<file path="src/rtl/xlt_pkg.sv">
package xlt_pkg;
  localparam int unsigned DEF_VPN_W   = 20;
  localparam int unsigned DEF_PPN_W   = 18;
  localparam int unsigned DEF_ENTRIES = 16;
  localparam int unsigned DEF_PERIOD  = 256;

  // Source of the slot chosen for an incoming fill, in priority order.
  typedef enum logic [1:0] {
    PICK_SAME = 2'd0,
    PICK_FREE = 2'd1,
    PICK_COLD = 2'd2,
    PICK_ZERO = 2'd3
  } pick_t;
endpackage

</file>
<file path="src/rtl/xlt_cam.sv">
module xlt_cam #(
  parameter int unsigned VPN_W   = xlt_pkg::DEF_VPN_W,
  parameter int unsigned ENTRIES = xlt_pkg::DEF_ENTRIES,
  localparam int unsigned IDX_W  = (ENTRIES > 1) ? $clog2(ENTRIES) : 1
) (
  input  logic [ENTRIES-1:0] vld,
  input  logic [VPN_W-1:0]   tags [ENTRIES],
  input  logic [VPN_W-1:0]   key,
  output logic [ENTRIES-1:0] match,
  output logic               any,
  output logic [IDX_W-1:0]   idx
);
  // One comparator per entry, all in parallel.
  for (genvar g = 0; g < ENTRIES; g++) begin : g_cmp
    assign match[g] = vld[g] && (tags[g] == key);
  end

  assign any = |match;

  always_comb begin
    idx = '0;
    for (int i = ENTRIES - 1; i >= 0; i--) begin
      if (match[i]) idx = IDX_W'(i);
    end
  end
endmodule

</file>
<file path="src/rtl/xlt_victim.sv">
module xlt_victim #(
  parameter int unsigned ENTRIES = xlt_pkg::DEF_ENTRIES,
  localparam int unsigned IDX_W  = (ENTRIES > 1) ? $clog2(ENTRIES) : 1
) (
  input  logic               clk,
  input  logic               rst,
  input  logic [ENTRIES-1:0] vld,
  input  logic [ENTRIES-1:0] refb,
  input  logic               same_hit,
  input  logic [IDX_W-1:0]   same_idx,
  output logic [IDX_W-1:0]   idx
);
  import xlt_pkg::*;

  logic [ENTRIES-1:0] free_v;
  logic [ENTRIES-1:0] cold_v;
  pick_t              pick;

  assign free_v = ~vld;
  assign cold_v = vld & ~refb;

  function automatic logic [IDX_W-1:0] lowest(input logic [ENTRIES-1:0] v);
    logic [IDX_W-1:0] r;
    r = '0;
    for (int i = ENTRIES - 1; i >= 0; i--) begin
      if (v[i]) r = IDX_W'(i);
    end
    return r;
  endfunction

  always_comb begin
    if (same_hit)      pick = PICK_SAME;
    else if (|free_v)  pick = PICK_FREE;
    else if (|cold_v)  pick = PICK_COLD;
    else               pick = PICK_ZERO;
  end

  always_comb begin
    unique case (pick)
      PICK_SAME: idx = same_idx;
      PICK_FREE: idx = lowest(free_v);
      PICK_COLD: idx = lowest(cold_v);
      default:   idx = '0;
    endcase
  end

  // with a free slot available, the chosen slot is not valid.
  assert_free_slot_R6: assert property (@(posedge clk) disable iff (rst)
    (!same_hit && (|free_v)) |-> !vld[idx]);

  // with the table full, a clear referenced flag is preferred.
  assert_cold_slot_R7: assert property (@(posedge clk) disable iff (rst)
    (!same_hit && !(|free_v) && (|cold_v)) |-> !refb[idx]);
endmodule

</file>
<file path="src/rtl/xlt_ager.sv">
module xlt_ager #(
  parameter int unsigned PERIOD = xlt_pkg::DEF_PERIOD,
  localparam int unsigned CW    = (PERIOD > 1) ? $clog2(PERIOD) : 1
) (
  input  logic clk,
  input  logic rst,
  output logic tick
);
  logic [CW-1:0] cnt_q;

  assign tick = (cnt_q == CW'(PERIOD - 1));

  always_ff @(posedge clk) begin
    if (rst)       cnt_q <= '0;
    else if (tick) cnt_q <= '0;
    else           cnt_q <= cnt_q + 1'b1;
  end
endmodule

</file>
<file path="src/rtl/xlt_tlb.sv">
module xlt_tlb #(
  parameter int unsigned VPN_W      = xlt_pkg::DEF_VPN_W,
  parameter int unsigned PPN_W      = xlt_pkg::DEF_PPN_W,
  parameter int unsigned ENTRIES    = xlt_pkg::DEF_ENTRIES,
  parameter int unsigned REF_PERIOD = xlt_pkg::DEF_PERIOD
) (
  input  logic             clk,
  input  logic             rst,
  input  logic             lk_valid,
  input  logic             lk_write,
  input  logic [VPN_W-1:0] lk_vpn,
  output logic             lk_hit,
  output logic             lk_miss,
  output logic [PPN_W-1:0] lk_ppn,
  output logic             lk_dirty,
  input  logic             fill_en,
  input  logic [VPN_W-1:0] fill_vpn,
  input  logic [PPN_W-1:0] fill_ppn,
  input  logic             fill_dirty,
  input  logic             flush
);
  localparam int unsigned IDX_W = (ENTRIES > 1) ? $clog2(ENTRIES) : 1;

  // Flag state, reset.
  logic [ENTRIES-1:0] vld_q, ref_q, dirty_q;
  // Payload arrays, no reset.
  logic [VPN_W-1:0]   tag_q [ENTRIES];
  logic [PPN_W-1:0]   pfn_q [ENTRIES];

  logic [ENTRIES-1:0] lk_match, fl_match;
  logic               lk_any, fl_any;
  logic [IDX_W-1:0]   lk_idx, fl_idx, vic_idx;
  logic               tick;
  logic [ENTRIES-1:0] hit_oh, fill_oh, keep_oh;

  xlt_cam #(.VPN_W(VPN_W), .ENTRIES(ENTRIES)) u_cam_lk (
    .vld(vld_q), .tags(tag_q), .key(lk_vpn),
    .match(lk_match), .any(lk_any), .idx(lk_idx)
  );

  xlt_cam #(.VPN_W(VPN_W), .ENTRIES(ENTRIES)) u_cam_fill (
    .vld(vld_q), .tags(tag_q), .key(fill_vpn),
    .match(fl_match), .any(fl_any), .idx(fl_idx)
  );

  xlt_victim #(.ENTRIES(ENTRIES)) u_victim (
    .clk(clk), .rst(rst), .vld(vld_q), .refb(ref_q),
    .same_hit(fl_any), .same_idx(fl_idx), .idx(vic_idx)
  );

  xlt_ager #(.PERIOD(REF_PERIOD)) u_ager (
    .clk(clk), .rst(rst), .tick(tick)
  );

  // Lookup answers in the same cycle.
  assign lk_hit   = lk_valid && lk_any;
  assign lk_miss  = lk_valid && !lk_any;
  assign lk_ppn   = lk_hit ? pfn_q[lk_idx] : '0;
  assign lk_dirty = lk_hit && dirty_q[lk_idx];

  assign hit_oh  = lk_hit  ? (ENTRIES'(1) << lk_idx)  : '0;
  assign fill_oh = fill_en ? (ENTRIES'(1) << vic_idx) : '0;
  assign keep_oh = hit_oh | fill_oh;

  always_ff @(posedge clk) begin
    if (rst || flush) begin
      vld_q   <= '0;
      ref_q   <= '0;
      dirty_q <= '0;
    end else begin
      vld_q   <= vld_q | fill_oh;
      ref_q   <= (tick ? '0 : ref_q) | keep_oh;
      dirty_q <= ((dirty_q | (lk_write ? hit_oh : '0)) & ~fill_oh)
               | (fill_dirty ? fill_oh : '0);
    end
  end

  always_ff @(posedge clk) begin
    if (fill_en && !flush) begin
      tag_q[vic_idx] <= fill_vpn;
      pfn_q[vic_idx] <= fill_ppn;
    end
  end

  // refills reuse the matching slot, so at most one entry matches.
  assert_single_match_R5: assert property (@(posedge clk) disable iff (rst)
    $onehot0(lk_match));

  // hit and miss are exclusive.
  assert_hit_or_miss_R2: assert property (@(posedge clk) disable iff (rst)
    !(lk_hit && lk_miss));

  // a flush leaves the table empty.
  assert_flush_empty_R11: assert property (@(posedge clk) disable iff (rst)
    flush |=> (vld_q == '0));

  // a fill lands as a valid entry holding the supplied page number.
  assert_fill_lands_R4: assert property (@(posedge clk) disable iff (rst)
    (fill_en && !flush) |=> (vld_q[$past(vic_idx)] && (tag_q[$past(vic_idx)] == $past(fill_vpn))));

  // a clearing cycle keeps only the flags touched in that cycle.
  assert_age_clear_R10: assert property (@(posedge clk) disable iff (rst)
    (tick && !flush) |=> ((ref_q & ~$past(keep_oh)) == '0));

  // a write hit marks the page dirty unless a fill replaces it.
  assert_write_dirty_R3: assert property (@(posedge clk) disable iff (rst)
    (lk_hit && lk_write && !flush && !fill_en) |=> dirty_q[$past(lk_idx)]);
endmodule

</file>
<file path="config.mk">
export PLATFORM = sky130hd
export DESIGN_NAME = xlt_tlb
export DESIGN_NICKNAME = d
export VERILOG_FILES = /design/src/rtl/xlt_pkg.sv /design/src/rtl/xlt_cam.sv /design/src/rtl/xlt_victim.sv /design/src/rtl/xlt_ager.sv /design/src/rtl/xlt_tlb.sv
export SDC_FILE = /design/constraint.sdc
export NUM_CORES = 2
export LEC_CHECK = 0
export CAP_MARGIN = 20
export CORE_MARGIN = 2
export CORE_UTILIZATION = 28
export CTS_CLUSTER_SIZE = 8
export DETAILED_ROUTE_END_ITERATION = 16
export PLACE_DENSITY = 0.48
export SLEW_MARGIN = 5
export SYNTH_ARGS = -nofsm -noshare
export SYNTH_HDL_FRONTEND = slang
export SYNTH_HIERARCHICAL = 1
export SYNTH_SLANG_ARGS = --single-unit
</file>
<file path="constraint.sdc">
create_clock -name clk -period 8.2 [get_ports clk]
set_clock_uncertainty 0.15 [all_clocks]
set_input_delay 1.23 -clock clk [delete_from_list [all_inputs] [get_ports clk]]
set_output_delay 1.23 -clock clk [all_outputs]
set_load 0.02 [all_outputs]
</file>
Yosys cells after proc, flatten, opt, wreduce, memory -nomap -nowiden. Memory sizes are Yosys's and may differ from the RTL's. Cells that the tools add are included.

Add/sub/neg operators: 1. Magnitude comparators: 3. Eq/ne operators: 35. Shifts and indexed selects: 2. Mux-type cells: 81. Bitwise gates (word level): 11. Reductions and logical operators: 46.

Operators with widths (number): 20-bit equality test (32); 320-bit bitwise mux (1); 4-bit 2-to-1 mux (64); 20-bit demux with 4-bit select (1); 16-bit 2-to-1 mux (5); 16-bit bitwise OR (5); 16-bit OR reduction (4); 16-bit inverter (3); 1-bit logical AND (37); 16-bit AND (2); 1-bit by 4-bit << shifter with 16-bit output, first input constant (2); 20-bit 2-to-1 mux (1); 18-bit 2-to-1 mux (1); 4-bit case mux with 3 select lines (1); 8-bit by 1-bit adder with 8-bit output, second input constant (1); 8-bit equality test, second input constant (1); 5-bit greater-or-equal comparator, second input constant (1); 4-bit by 5-bit less-than comparator with 1-bit output, second input constant (1); 5-bit by 1-bit less-than comparator with 1-bit output, second input constant (1); 4-bit inverter with 5-bit output (1); 1-bit binary-select mux with 4-bit select (1); 1-bit 2-to-1 mux (4); 2-bit 2-to-1 mux (2); 2-bit by 1-bit equality test with 1-bit output, second input constant (1); 5 further kinds (6).

Register bits after elaboration: 376. Memory bits (writable): 288. Logic and storage cells: 200. Memories: 1.

Memories: pfn_q (depth 16, bits a word 18, rd ports 1, clocked after Yosys merged registers in 0, wr ports 1, line xlt_tlb.sv:28) `logic [PPN_W-1:0] pfn_q [ENTRIES];`.

Depth between registers and ports, before layout.
Depth in word-level cells: 25. Depth in mapped cells: 19. Gate-level depth less buffers: 18.

Modules after synthesis. Netlist, hierarchy kept.

By module, submodules not included: xlt_tlb (times used 1, cells each 1031, area each 22785.6 sq um); xlt_cam (times used 2, cells each 506, area each 4076.4 sq um); xlt_victim (times used 1, cells each 87, area each 543.0 sq um); xlt_ager (times used 1, cells each 38, area each 335.3 sq um).

Worst setup path after synthesis. No wires, ideal clock.

Kind: input -> register. Start: input fill_vpn[13]. End: memory pfn_q[7][0] in the netlist's numbering, enable pin. Setup time: 433 ps. Data arrival time: 5827 ps. Data required time: 7617 ps. Slack: 1790 ps. Stages on the path: 19. Path buffers: 2. Path through: buf_2 buf_2 xor2_1 nor4_1 nand4_1 inv_1 nor2_1 nand2_1 nor4_1 nand2_1 nand2b_1 nor3_2 nand3_1 a21o_1 o2bb2ai_1 o221ai_1 nand2_1 or3_1 nor2_1.

Elaborated cells on any way between the ends: 54.

RTL lines: start: declaration (line xlt_tlb.sv:17) `input logic [VPN_W-1:0] fill_vpn,`; 20-bit equality test * (line xlt_cam.sv:15) `assign match[g] = vld[g] && (tags[g] == key);`; 1-bit logical AND * (line xlt_cam.sv:15); net fl_match[15] (line xlt_tlb.sv:30) `logic [ENTRIES-1:0] lk_match, fl_match;`; 16-bit OR reduction * (line xlt_cam.sv:18) `assign any = |match;`; net fl_any (line xlt_tlb.sv:31) `logic lk_any, fl_any;`; 2-bit 2-to-1 mux * (line xlt_victim.sv:32) `if (same_hit) pick = PICK_SAME;`; 2-bit equality test (tied with other cells) (line xlt_victim.sv:39) `unique case (pick)`; 4-bit case mux with 3 select lines * (line xlt_victim.sv:39); net vic_idx[0] (line xlt_tlb.sv:32) `logic [IDX_W-1:0] lk_idx, fl_idx, vic_idx;`; end: declaration (line xlt_tlb.sv:28).

Mark *: on every way through the listed nets, which the timed path passes. The rest lies on a longest branch.

Worst setup path after layout.
Start: input lk_vpn[8]. End: output lk_ppn[2].

Elaborated cells on any way between the ends: 52.

RTL lines: start: declaration (line xlt_tlb.sv:11) `input logic [VPN_W-1:0] lk_vpn,`; 20-bit equality test (line xlt_cam.sv:15); 1-bit logical AND (line xlt_cam.sv:15); net lk_match[13] (line xlt_tlb.sv:30); 4-bit 2-to-1 mux (14 in a row) (line xlt_cam.sv:23) `if (match[i]) idx = IDX_W'(i);`; net lk_idx[0] (line xlt_tlb.sv:32); memory 16 x 18 bit; 18-bit 2-to-1 mux (line xlt_tlb.sv:58) `assign lk_ppn = lk_hit ? pfn_q[lk_idx] : '0;`; end: declaration (line xlt_tlb.sv:14) `output logic [PPN_W-1:0] lk_ppn,`.

The timed path passes the listed nets, and every way through them passes these cells.

==> metrics.cfg <==
[outcome]
status = finished clean

[timing]
finalHoldViolCount = 0
max_freq_mhz = 126
layout_worst_path_cycle_share_pct = 96.7
fin_crit_ns = 7.93
finalSetupTns_ns = 0
final-max-slew-violation-count = 0
setup_ws_ns = 0.270
grt_setup_unrepaired = no
slew_headroom_pct = 29.1
setup_viol = 0
tightest_slew_ns = 1.06
whs_ns = 0.329

[setup_path]
cp_data_required_time_ns = 6.82
crit_arrival_ns = 6.55
crit_type = in2out
path_max_fanout = 38
rr_worst_depth = 18
crit_path_start_kind = input pin
crit_path_end_kind = primary output

[pwr]
cellPowerDensity_nw_per_um2 = 206
leakage_nw = 11.5
ir_drop_v = 0.000165

[route]
drtIter0Drc = 1678
post_drt_wl_per_cell_um = 25.7
postRouteWirelength_mm = 99.5
viasPerCell = 4.94
via_count = 19100
drt_pass1_iterations = 5
drc = 0
ant_nets = 0

[placed_design]
dp_hpwl_mm = 64.0
port_buffers = 85
post-place-ws_ns = 0.158
gp_congestion = 0.830

[clocking]
cts_tree = done
cts_buffer_depth = 3
cts-root-buf = clkbuf_16
clk_pin_slew_ns = 0.05
htreeDepth = 3
cts_sinks = 664
clk_latency_ns = 0.69
hold_buffers = 0
cts_buffers = 94

[die]
core_area_sq_um = 112000
die_y_um = 341
io_pins = 86
die_x_um = 341
rows = 123
initial_utilization_pct = 28.3
die_area_sq_um = 116000

[finish]
final_nets = 2398
regArea_sq_um = 19400
fill_cells = 10800
drive_above_1_share_pct = 15.2
multi_input_area_sq_um = 11600
area_growth_pct = 17.9

[global_route]
overflow = 0
grt_usage_pct = 17.0
grt_max_degree = 56
grt_pass1_wl_mm = 143
antenna_found_initial = 7
grt_pass1_vias = 19800

[worst_hold_path]
whs_path_depth = 1
min_path_type = reg2reg

[logic_synthesis]
postSynthAreaPerCell_sq_um = 14.7
ys_warn_count = 6
synth_cells = 2164
synth_nets = 2230
synth_area_sq_um = 31800

[flow_run]
maxCapViolations = 0

[sequential cells by signal, summed over array words and instances, names as in the netlist]
register and cells:
dirty_q 16, pfn_q 288, ref_q 16, tag_q 320, u_ager/cnt_q 8, vld_q 16
[area by class of cell]
type	count	share of cell area (%)
flip-flops and latches	664	51.7
multi-input cells	1340	30.8
clock buffers	115	6.48
repair buffers	197	5.11
well taps	1500	5.00
clock inverters	10	0.534
inverters	35	0.350
diodes	3	0.0200
[per-stage QoR]
step	cells	util (%)	cell area [sq um]	total power [mW]
2_1_floorplan	2164	-	31800	4.04
3_3_place_gp	3736	31.0	34900	4.23
3_5_place_dp	3736	31.0	34900	4.24
4_1_cts	3861	33.3	37500	7.81
5_1_grt	3862	33.3	37500	7.96
6_report	3864	33.3	37500	7.71
[power by group]
| part | total, mW | internal [mW] | leakage (nW) | switching (mW) |
|---|---|---|---|---|
| logic | 0.453 | 0.163 | 4.29 | 0.290 |
| registers | 3.72 | 3.71 | 5.93 | 0.00901 |
| clock network | 3.54 | 2.07 | 1.26 | 1.46 |
[metal layers]
| layer | vias to the layer above | part of all wire, % | GRT usage [%] |
|---|---|---|---|
| met5 | - | 0.046 | 0 |
| met4 | 8 | 2.0 | 4.36 |
| met3 | 138 | 4.9 | 2.43 |
| met2 | 549 | 47 | 27.5 |
| met1 | 9982 | 46 | 23.8 |
| li1 | 8424 | - | - |
[placed cells by master, fill, tap and decap left out, types with 4 or more instances in the layout]
cell type	count
buf_2	21
mux4_2	61
mux4_1	17
nand2_1	53
a21oi_1	60
or2_2	6
o41ai_1	6
nand3_1	48
o21ai_1	6
clkinv_16	5
buf_12	26
or3_1	10
buf_4	85
o211ai_1	4
nor4_1	66
clkdlybuf4s50_1	64
o21bai_1	4
dfxtp_1	56
o31ai_1	8
nand2b_1	32
nor4_2	15
o21ai_0	10
clkbuf_16	94
a22oi_1	32
nor2_1	30
edfxtp_1	608
nor4_4	8
clkbuf_1	21
nor2b_1	11
nor2_4	16
nand4_1	109
a31oi_1	19
xnor2_1	425
nor3_1	4
xor2_1	218
inv_1	33
nand3b_1	6
[path summary, 6_finish.rpt]
kind / slack, ns / start / endpoint
max: 0.27 / lk_vpn[8] / lk_ppn[2]
min: 0.33 / u_ager/cnt_q[0]$_SDFF_PP0_ / u_ager/cnt_q[0]$_SDFF_PP0_
max reg2reg: 2.72 / tag_q[273]$_DFFE_PP_ / pfn_q[10][8]$_DFFE_PP_
min reg2reg: 0.33 / u_ager/cnt_q[0]$_SDFF_PP0_ / u_ager/cnt_q[0]$_SDFF_PP0_
[timing repair]
| item | CTS | global route |
|---|---|---|
| setup endpoints to repair | 0 | 4 |
| buffers inserted | 0 | 0 |
| resized for setup | 0 | 1 |
[worst max-delay path: stages]
cell	delay (ns)
clkdlybuf4s50_1	0.87
buf_4	0.46
xnor2_1	0.16
nand4_1	0.16
nor4_2	0.42
o21bai_1	0.25
a21oi_1	0.11
o21ai_0	0.30
a21boi_1	0.18
o21ai_4	0.17
buf_12	0.27
buf_6	0.34
mux4_2	0.56
a22oi_1	0.25
nand2_1	0.13
clkdlybuf4s50_1	0.57
Note: power is estimated with default switching activity, not from simulation.
